[config.mk]
export PLATFORM = sky130hd
export DESIGN_NAME = tpwm_gen
export DESIGN_NICKNAME = d
export VERILOG_FILES = /design/src/rtl/tpwm_pkg.sv /design/src/rtl/tpwm_regs.sv /design/src/rtl/tpwm_carrier.sv /design/src/rtl/tpwm_dead.sv /design/src/rtl/tpwm_gen.sv
export SDC_FILE = /design/constraint.sdc
export NUM_CORES = 1
export LEC_CHECK = 0
export CAP_MARGIN = 10
export CORE_ASPECT_RATIO = 0.75
export CORE_MARGIN = 4
export CORE_UTILIZATION = 50
export DETAILED_ROUTE_END_ITERATION = 16
export PLACE_DENSITY_LB_ADDON = 0.05
export SYNTH_ARGS = -nofsm -noshare
export SYNTH_HDL_FRONTEND = slang
export SYNTH_SLANG_ARGS = --single-unit
[constraint.sdc]
create_clock -name clk -period 4.1 [get_ports clk]
set_input_delay 0.41 -clock clk [delete_from_list [all_inputs] [get_ports clk]]
set_output_delay 0.41 -clock clk [all_outputs]
set_load 0.005 [all_outputs]
[src/rtl/tpwm_pkg.sv]
package tpwm_pkg;
  localparam int unsigned NPH  = 3;
  localparam int unsigned NCMP = 4 * NPH;
  localparam int unsigned AW   = 4;
  localparam logic [AW-1:0] ADDR_PERIOD = 4'd0;
  localparam logic [AW-1:0] ADDR_DT_UP  = 4'd13;
  localparam logic [AW-1:0] ADDR_DT_LO  = 4'd14;
  // first sector that selects the second threshold of each pin
  localparam logic [2:0] SECTOR_SPLIT = 3'd3;
endpackage

[src/rtl/tpwm_regs.sv]
module tpwm_regs
  import tpwm_pkg::*;
#(
  parameter int unsigned CW = 16,
  parameter int unsigned DW = 8
) (
  input  logic          clk,
  input  logic          rst,
  input  logic          wr_en,
  input  logic [AW-1:0] wr_addr,
  input  logic [CW-1:0] wr_data,
  input  logic          load,
  output logic [CW-1:0] per_a,
  output logic [CW-1:0] cmp_a [NCMP],
  output logic [DW-1:0] dt_up,
  output logic [DW-1:0] dt_lo
);
  logic [CW-1:0] per_s;
  logic [CW-1:0] cmp_s [NCMP];

  always_ff @(posedge clk) begin
    if (rst) begin
      per_s <= '0;
      per_a <= '0;
      dt_up <= '0;
      dt_lo <= '0;
    end else begin
      if (wr_en && wr_addr == ADDR_PERIOD) per_s <= wr_data;
      if (wr_en && wr_addr == ADDR_DT_UP)  dt_up <= wr_data[DW-1:0];
      if (wr_en && wr_addr == ADDR_DT_LO)  dt_lo <= wr_data[DW-1:0];
      if (load) per_a <= per_s;
    end
  end

  for (genvar i = 0; i < NCMP; i++) begin : g_cmp
    always_ff @(posedge clk) begin
      if (rst) begin
        cmp_s[i] <= '0;
        cmp_a[i] <= '0;
      end else begin
        if (wr_en && wr_addr == AW'(i + 1)) cmp_s[i] <= wr_data;
        if (load) cmp_a[i] <= cmp_s[i];
      end
    end
  end

  // active period only moves on a load edge
  a_r8_shadow_hold: assert property (@(posedge clk) disable iff (rst)
    !load |=> $stable(per_a));
endmodule

[src/rtl/tpwm_carrier.sv]
module tpwm_carrier #(
  parameter int unsigned CW = 16
) (
  input  logic          clk,
  input  logic          rst,
  input  logic          en,
  input  logic [CW-1:0] period,
  output logic [CW-1:0] cnt,
  output logic          load
);
  logic wrap;
  assign wrap = en && (cnt == period);
  assign load = !en || wrap;

  always_ff @(posedge clk) begin
    if (rst || !en || wrap) cnt <= '0;
    else                    cnt <= cnt + 1'b1;
  end

  // counter never passes the active period
  a_r1_cnt_range: assert property (@(posedge clk) disable iff (rst)
    cnt <= period);
  // disabled counter sits at zero
  a_r9_cnt_clear: assert property (@(posedge clk) disable iff (rst)
    !en |=> cnt == '0);
endmodule

[src/rtl/tpwm_dead.sv]
module tpwm_dead #(
  parameter int unsigned DW = 8
) (
  input  logic          clk,
  input  logic          rst,
  input  logic          en,
  input  logic          want_up,
  input  logic          want_lo,
  input  logic [DW-1:0] dt_up,
  input  logic [DW-1:0] dt_lo,
  output logic          gate_up,
  output logic          gate_lo
);
  localparam logic [DW-1:0] IDLE_MAX = '1;

  logic [DW-1:0] idle;   // cycles both gates have been off
  logic          nxt_up, nxt_lo, can_up, can_lo;

  assign can_up = !gate_lo && (idle != '0) && (idle >= dt_up);
  assign can_lo = !gate_up && (idle != '0) && (idle >= dt_lo);
  assign nxt_up = en && want_up && (gate_up || can_up);
  assign nxt_lo = en && want_lo && !want_up && (gate_lo || can_lo);

  always_ff @(posedge clk) begin
    if (rst || !en) begin
      gate_up <= 1'b0;
      gate_lo <= 1'b0;
      idle    <= '0;
    end else begin
      gate_up <= nxt_up;
      gate_lo <= nxt_lo;
      if (nxt_up || nxt_lo)   idle <= '0;
      else if (idle != IDLE_MAX) idle <= idle + 1'b1;
    end
  end

  // pair exclusive
  a_r7_exclusive: assert property (@(posedge clk) disable iff (rst)
    !(gate_up && gate_lo));
  // upper rises only after lower was already off
  a_r5_up_after_lo: assert property (@(posedge clk) disable iff (rst)
    $rose(gate_up) |-> $past(!gate_lo));
  // lower rises only after upper was already off
  a_r6_lo_after_up: assert property (@(posedge clk) disable iff (rst)
    $rose(gate_lo) |-> $past(!gate_up));
  // disable turns the pair off
  a_r9_pair_off: assert property (@(posedge clk) disable iff (rst)
    !en |=> !gate_up && !gate_lo);
endmodule

[src/rtl/tpwm_gen.sv]
module tpwm_gen
  import tpwm_pkg::*;
#(
  parameter int unsigned CW = 16,
  parameter int unsigned DW = 8
) (
  input  logic          clk,
  input  logic          rst,
  input  logic          en,
  input  logic          wr_en,
  input  logic [3:0]    wr_addr,
  input  logic [CW-1:0] wr_data,
  input  logic [2:0]    sector,
  output logic [5:0]    gate_o
);
  logic [CW-1:0] per_a;
  logic [CW-1:0] cmp_a [NCMP];
  logic [DW-1:0] dt_up, dt_lo;
  logic [CW-1:0] cnt;
  logic          load;
  logic          second;

  assign second = (sector >= SECTOR_SPLIT);

  tpwm_regs #(.CW(CW), .DW(DW)) u_regs (
    .clk(clk), .rst(rst), .wr_en(wr_en), .wr_addr(wr_addr),
    .wr_data(wr_data), .load(load), .per_a(per_a), .cmp_a(cmp_a),
    .dt_up(dt_up), .dt_lo(dt_lo)
  );

  tpwm_carrier #(.CW(CW)) u_carrier (
    .clk(clk), .rst(rst), .en(en), .period(per_a), .cnt(cnt), .load(load)
  );

  for (genvar p = 0; p < NPH; p++) begin : g_ph
    logic [CW-1:0] thr_up, thr_lo;
    logic          want_up, want_lo;
    assign thr_up  = second ? cmp_a[4*p+1] : cmp_a[4*p];
    assign thr_lo  = second ? cmp_a[4*p+3] : cmp_a[4*p+2];
    assign want_up = cnt < thr_up;
    assign want_lo = cnt < thr_lo;

    tpwm_dead #(.DW(DW)) u_dead (
      .clk(clk), .rst(rst), .en(en), .want_up(want_up), .want_lo(want_lo),
      .dt_up(dt_up), .dt_lo(dt_lo),
      .gate_up(gate_o[2*p]), .gate_lo(gate_o[2*p+1])
    );
  end

  // a zero threshold in both sets keeps the upper gate of U off
  a_r4_zero_off: assert property (@(posedge clk) disable iff (rst)
    (cmp_a[0] == '0 && cmp_a[1] == '0 && $past(cmp_a[0] == '0 && cmp_a[1] == '0))
      |-> !gate_o[0]);
endmodule

==> flow_summary.yaml, run 1 <==
status:
  status: "finished, final reports clean"
pwr:
  ir_worst_vdd_mv: 0.336
  p_switching_uw: 2550
  power_frac_clock: 0.415
  p_leak_uw: 0.00967
  seqPwrFrac: 0.498
  switching_share: 0.238
  finalPower_uw: 10700
  power_density_nw_per_um2: 440
  combPwrFrac: 0.087
  p_int_uw: 8170
final_layout:
  area_growth_syn_to_layout_pct: 12.0
  layout_commonest_cell: "nand2_1"
  drive_gt1_frac: 0.0635
  mostFrequentLayoutCells: "nand2_1 (476), dfxtp_1 (286), a21oi_1 (270)"
  final_nets: 2371
floorplanning:
  die_h_um: 189
  core_um2: 42500
  die_w_um: 249
  initial_core_util: 0.511
  ios: 33
  num_rows: 65
  die_area_um2: 46900
placed_design:
  io_buffers: 32
  dpl.hpwl_um: 36200
  place_ws_ns: 0.140
  gp_congestion: 0.816
grt:
  grt_antenna_before_repair: 4
  grt_start_max_net_pins: 156
  grt_use_met2: 0.391
  track_usage: 0.250
  grt-ovfl-total: 0
  grt_use_met1: 0.358
  grt_busiest_layer: "met2"
  grt.met3_usage: 0.0432
  grt_pass1_vias: 15200
  grt_pass1_wl_um: 91200
synth:
  synthArstFlopShare: 0
  avgSynthCellArea_um2: 9.91
  synth.area.top_cells: "edfxtp_1 (27%), dfxtp_1 (26%), ha_1 (8.3%)"
  syn_inst: 2194
  ys_warn_count: 0
  yosys.area_share.simple: 0.192
  synth_fa_ha_area_frac: 0.0835
  muxShareOfSynthArea: 0.0521
  yosysSeqAreaShare: 0.529
  netlist_area_um2: 21700
  synth_cell_types: 65
  ys_ff_latch: 478
  synth_edf_count: 192
  synth_top_family_by_area: "simple AND/OR/NAND/NOR gates"
  yosys.area.top_type_share: 0.265
  syn_nets: 2366
  synthFlopType: "dfxtp_1"
  synth-compound-area-share: 0.0974
  yosys.area.top_type: "edfxtp_1"
  synthXorXnorAreaFrac: 0.0169
detailed_routing:
  drtPass1Iterations: 5
  drc: 0
  drtAntennaViolNets: 0
  viasPerCell: 5.60
  vias: 15700
  first_iter_violations: 1169
  routedWlPerCell_um: 21.2
  drt_wl_total_um: 59500
sta:
  tightestPinTransition_ns: 1.33
  final-hold-violation-count: 0
  rsz0062_at_grt: "false"
  final.setup.worst_slack_ns: 0.706
  setup_violations: 0
  post-route-period-util: 0.828
  fmax_mhz: 295
  tns_ns: 0
  slew_headroom: 0.112
  finClkSkew_ns: 0.0239
  report.final.slew_viol_count: 0
  timing.final.crit_period_ns: 3.39
clock_tree:
  cts-root-buf: "clkbuf_16"
  post_cts_buffers: 0
  htree_levels: 2
  numCtsBuffers: 46
  clock_sinks: 478
  cts_tree: "done"
  clkTransAtPathRegs_ns: 0.06
  ctsResizeCount: 0
  postCtsHoldBufs: 0
  cts.path.max_buffers: 3
  clkLatencyLatePin_ns: 0.57
critical_path:
  cp_max_fo: 27
  cp-start-kind: "input port"
  crit_arrival_ns: 3.88
  setup.worst_path.class: "input port to flop"
  setup.worst_path.end_class: "flop"
  required_ns: 4.59
job:
  maxCapViolations: 0
min_path:
  hp-class: "flop to flop"
[stage by stage]
step,hold WS (ns),std cells,instance area (um2),util
2_1_floorplan,0.431,2194,21700,-
3_3_place_gp,0.437,2720,22800,0.535
3_5_place_dp,0.443,2720,22800,0.535
4_1_cts,0.451,2806,24300,0.572
5_1_grt,0.466,2806,24300,0.572
6_report,0.448,2807,24300,0.572
[state kept, by name (all words and copies together) (netlist names)]
signal / cells
u_regs.cmp_a: 192
u_regs.cmp_s: 192
g_ph.u_dead.idle: 24
u_carrier.cnt: 16
u_regs.per_a: 16
u_regs.per_s: 16
u_regs.dt_lo: 8
u_regs.dt_up: 8
g_ph.u_dead.gate_lo: 3
g_ph.u_dead.gate_up: 3
[synthesized netlist by cell type, types with 5 or more instances]
library cell,instances
nand4_1,29
a211oi_1,5
a21oi_1,270
a31oi_1,6
buf_1,10
mux2i_1,112
inv_1,29
nor3_1,28
nor4_1,5
nand2_1,476
o21bai_1,11
buf_4,6
and2_1,193
nand2b_1,12
a21o_1,19
xnor2_1,23
nor2_1,76
clkbuf_1,102
edfxtp_1,192
dfxtp_1,286
buf_2,14
nand3_1,30
and3_1,8
xor2_1,19
o21ai_0,21
ha_1,145
and4_1,5
[critical path, cell delays in order]
cell             delay (ns)
clkdlybuf4s50_1        0.45
a21oi_4                0.18
buf_12                 0.23
buf_12                 0.27
mux2i_1                0.23
ha_1                   0.26
a21o_1                 0.16
nand3_1                0.08
a21oi_1                0.07
a2111oi_0              0.71
buf_4                  0.24
and2_2                 0.18
o311ai_4               0.18
a211oi_2               0.17
[layer usage]
metal  vias up  share of wire
met4         2          0.034
met2       394           0.44
met3       110          0.057
met5         -        0.00018
met1      7634           0.47
li1       7581              -
[final timing paths]
| check | startpoint | to | slack, ns | cells after the start |
|---|---|---|---|---|
| max | sector[1] | g_ph[2].u_dead.idle[7] | 0.71 | 14 |
| min | u_regs.cmp_a[175] | u_regs.cmp_a[175] | 0.45 | 2 |
| max reg2reg | u_carrier.cnt[7] | g_ph[2].u_dead.idle[7] | 0.85 | 9 |
| min reg2reg | u_regs.cmp_a[175] | u_regs.cmp_a[175] | 0.45 | 2 |
[final cells by class]
cell class / instances / area [um2]
fillers: 3660 / 18200
diodes: 1 / 2.50
flip-flops and latches: 478 / 11500
multi-input cells: 1555 / 9610
inverters: 29 / 109
repair buffers: 89 / 840
clock buffers: 74 / 1420
clock inverters: 12 / 154
well taps: 569 / 712
[power by group through the flow]
| stage | logic [uW] | clock network [uW] | registers [uW] |
|---|---|---|---|
| after floorplan | 625 | 0 | 5400 |
| after global placement | 903 | 0 | 5440 |
| after detailed placement | 934 | 0 | 5440 |
| after CTS | 937 | 4530 | 5340 |
| after global routing | 1040 | 4740 | 5370 |
| final | 931 | 4450 | 5340 |
[cells by family (layout without fill, tap and decap cells)]
group,after synthesis,in the layout
and+or+nand+nor,888,888
xor gates and xnor gates,42,42
AOI/OAI and AO/OA,367,367
buffers and inverters,161,204
muxes,113,113
DFF,478,478
other,0,1
adders and majority gates,145,145
No activity file was read; power rests on OpenSTA's default activity.
==> run 2: changes to the inputs <==
==> constraint.sdc (replaced) <==
create_clock -name clk -period 2.9 [get_ports clk]
set_input_delay 0.29 -clock clk [delete_from_list [all_inputs] [get_ports clk]]
set_output_delay 0.29 -clock clk [all_outputs]
set_load 0.005 [all_outputs]
==> run 2 against run 1 <==
Net effect:
- sequential cell count did not move
- critical endpoint is now g_ph[0].u_dead.idle[4]
- setup slack got worse by 0.46 ns
- global-route usage rose by 0.38 points
- highest routed layer is now met4
- via count rose by 3.0%
- sequential power rose by 42%
- clock skew fell by 0.0014 ns
- die area did not move
- hold slack got worse by 0.25 ns
- register-to-register slack got worse by 0.60 ns
- clock power rose by 42%
- cell area rose by 4.0%
==> flow_summary.yaml, run 2 (synthesis results as in run 1) <==
status:
  status: "finished, final reports clean"
pwr:
  combPwrFrac: 0.097
  finalPower_uw: 15400
  power_density_nw_per_um2: 607
  p_switching_uw: 3720
  ir_worst_vdd_mv: 0.466
  switching_share: 0.242
  power_frac_clock: 0.411
  p_leak_uw: 0.0102
  p_int_uw: 11700
  seqPwrFrac: 0.492
placed_design:
  place_ws_ns: -0.693
  dpl.hpwl_um: 39200
  io_buffers: 32
  gp_congestion: 0.852
clock_tree:
  clkLatencyLatePin_ns: 0.57
  clock_sinks: 478
  postCtsHoldBufs: 0
  htree_levels: 2
  clkTransAtPathRegs_ns: 0.06
  cts_tree: "done"
  cts.path.max_buffers: 3
  cts-root-buf: "clkbuf_16"
  numCtsBuffers: 47
final_layout:
  layout_commonest_cell: "nand2_1"
  fin_util: 0.595
  fillers: 3574
  final_nets: 2461
  drive_gt1_frac: 0.111
  mostFrequentLayoutCells: "nand2_1 (476), dfxtp_1 (286), a21oi_1 (265)"
  area_growth_syn_to_layout_pct: 16.5
  top_regs: "u_regs.cmp_a (192), u_regs.cmp_s (192), g_ph.u_dead.idle (24)"
sta:
  report.final.slew_viol_count: 0
  post-route-period-util: 0.915
  timing.final.crit_period_ns: 2.65
  final.setup.worst_slack_ns: 0.246
  tns_ns: 0
  finClkSkew_ns: 0.0225
  fmax_mhz: 377
  tightestPinTransition_ns: 1.04
  setup_violations: 0
  final-hold-violation-count: 0
  slew_headroom: 0.303
  rsz0062_at_grt: "false"
job:
  maxCapViolations: 0
detailed_routing:
  viasPerCell: 5.59
  met3_length_um: 4700
  first_iter_violations: 1367
  drtPass1Iterations: 5
  routedWlPerCell_um: 21.3
  drt_wl_total_um: 61700
  top_layer: "met4"
  met1_length_um: 28500
  vias: 16200
  wl_met2_um: 27400
  drc: 0
  drtAntennaViolNets: 0
floorplanning:
  num_rows: 65
  die_w_um: 249
  ios: 33
  die_area_um2: 46900
  initial_core_util: 0.511
  die_h_um: 189
  core_um2: 42500
grt:
  grt_pass1_vias: 15200
  track_usage: 0.254
  grt_pass1_wl_um: 92300
  grt-ovfl-total: 0
  grt_antenna_before_repair: 7
  grt_start_max_net_pins: 84
min_path:
  hp-class: "input port to flop"
critical_path:
  crit_arrival_ns: 3.14
  setup.worst_path.end_class: "flop"
  required_ns: 3.38
  cp-start-kind: "flop"
  reg2reg_slack_ns: 0.25
  setup.worst_path.class: "flop to flop"
  cp_max_fo: 8
==> run 2: timing repair <==
action,in CTS,in global routing
resized for setup,4,40
pin swaps,0,27
setup buffers,0,15
gates cloned,0,3
endpoints found under the setup margin,13,26
==> run 2: per-stage QoR <==
step,cell area (um2),instances,hold WS (ns)
final,25300,2898,0.194
after global routing,25300,2895,0.214
after CTS,24900,2877,0.182
after detailed placement,23400,2791,0.444
after global placement,23400,2790,0.438
after floorplan,21800,2194,0.426
==> run 2: final cells by class <==
class	count	area, um2	share of cell area
diodes	3	7.51	0.000297
clock inverters	27	283	0.0112
inverters	29	109	0.00430
multi-input cells	1555	9720	0.384
well taps	569	712	0.0281
flip-flops and latches	478	11500	0.454
repair buffers	178	1690	0.0668
clock buffers	59	1290	0.0512
==> run 2: power groups by stage <==
| stage | combinational (uW) | sequential [uW] | clock (uW) |
|---|---|---|---|
| floorplan | 885 | 7640 | 0 |
| global placement | 1370 | 7700 | 0 |
| detailed placement | 1410 | 7710 | 0 |
| CTS | 1420 | 7560 | 6430 |
| global route | 1630 | 7600 | 6720 |
| finish | 1490 | 7570 | 6320 |
==> run 2: worst paths after layout <==
| path | from | end | depth (start not counted) |
|---|---|---|---|
| max | g_ph[0].u_dead.idle[0] | g_ph[0].u_dead.idle[4] | 10 |
| min | rst | u_regs.cmp_a[72] | 2 |
| max reg2reg | g_ph[0].u_dead.idle[0] | g_ph[0].u_dead.idle[4] | 10 |
| min reg2reg | u_regs.cmp_a[141] | u_regs.cmp_a[141] | 2 |
==> run 2: critical path, cell delays in order, from the launching register on <==
cell      delay [ns]
dfxtp_1         0.36
inv_1           0.14
ha_1            0.16
or4b_1          0.45
nor4_2          0.23
nor2_1          0.10
and3_1          0.20
a221oi_2        0.50
o21ai_4         0.09
buf_12          0.16
nor3_1          0.18
==> run 2: routing by layer <==
layer	up-vias	global-route usage
li1	7753	-
met1	7881	0.377
met2	492	0.395
met3	63	0.0433
met4	0	0.0500
met5	-	0
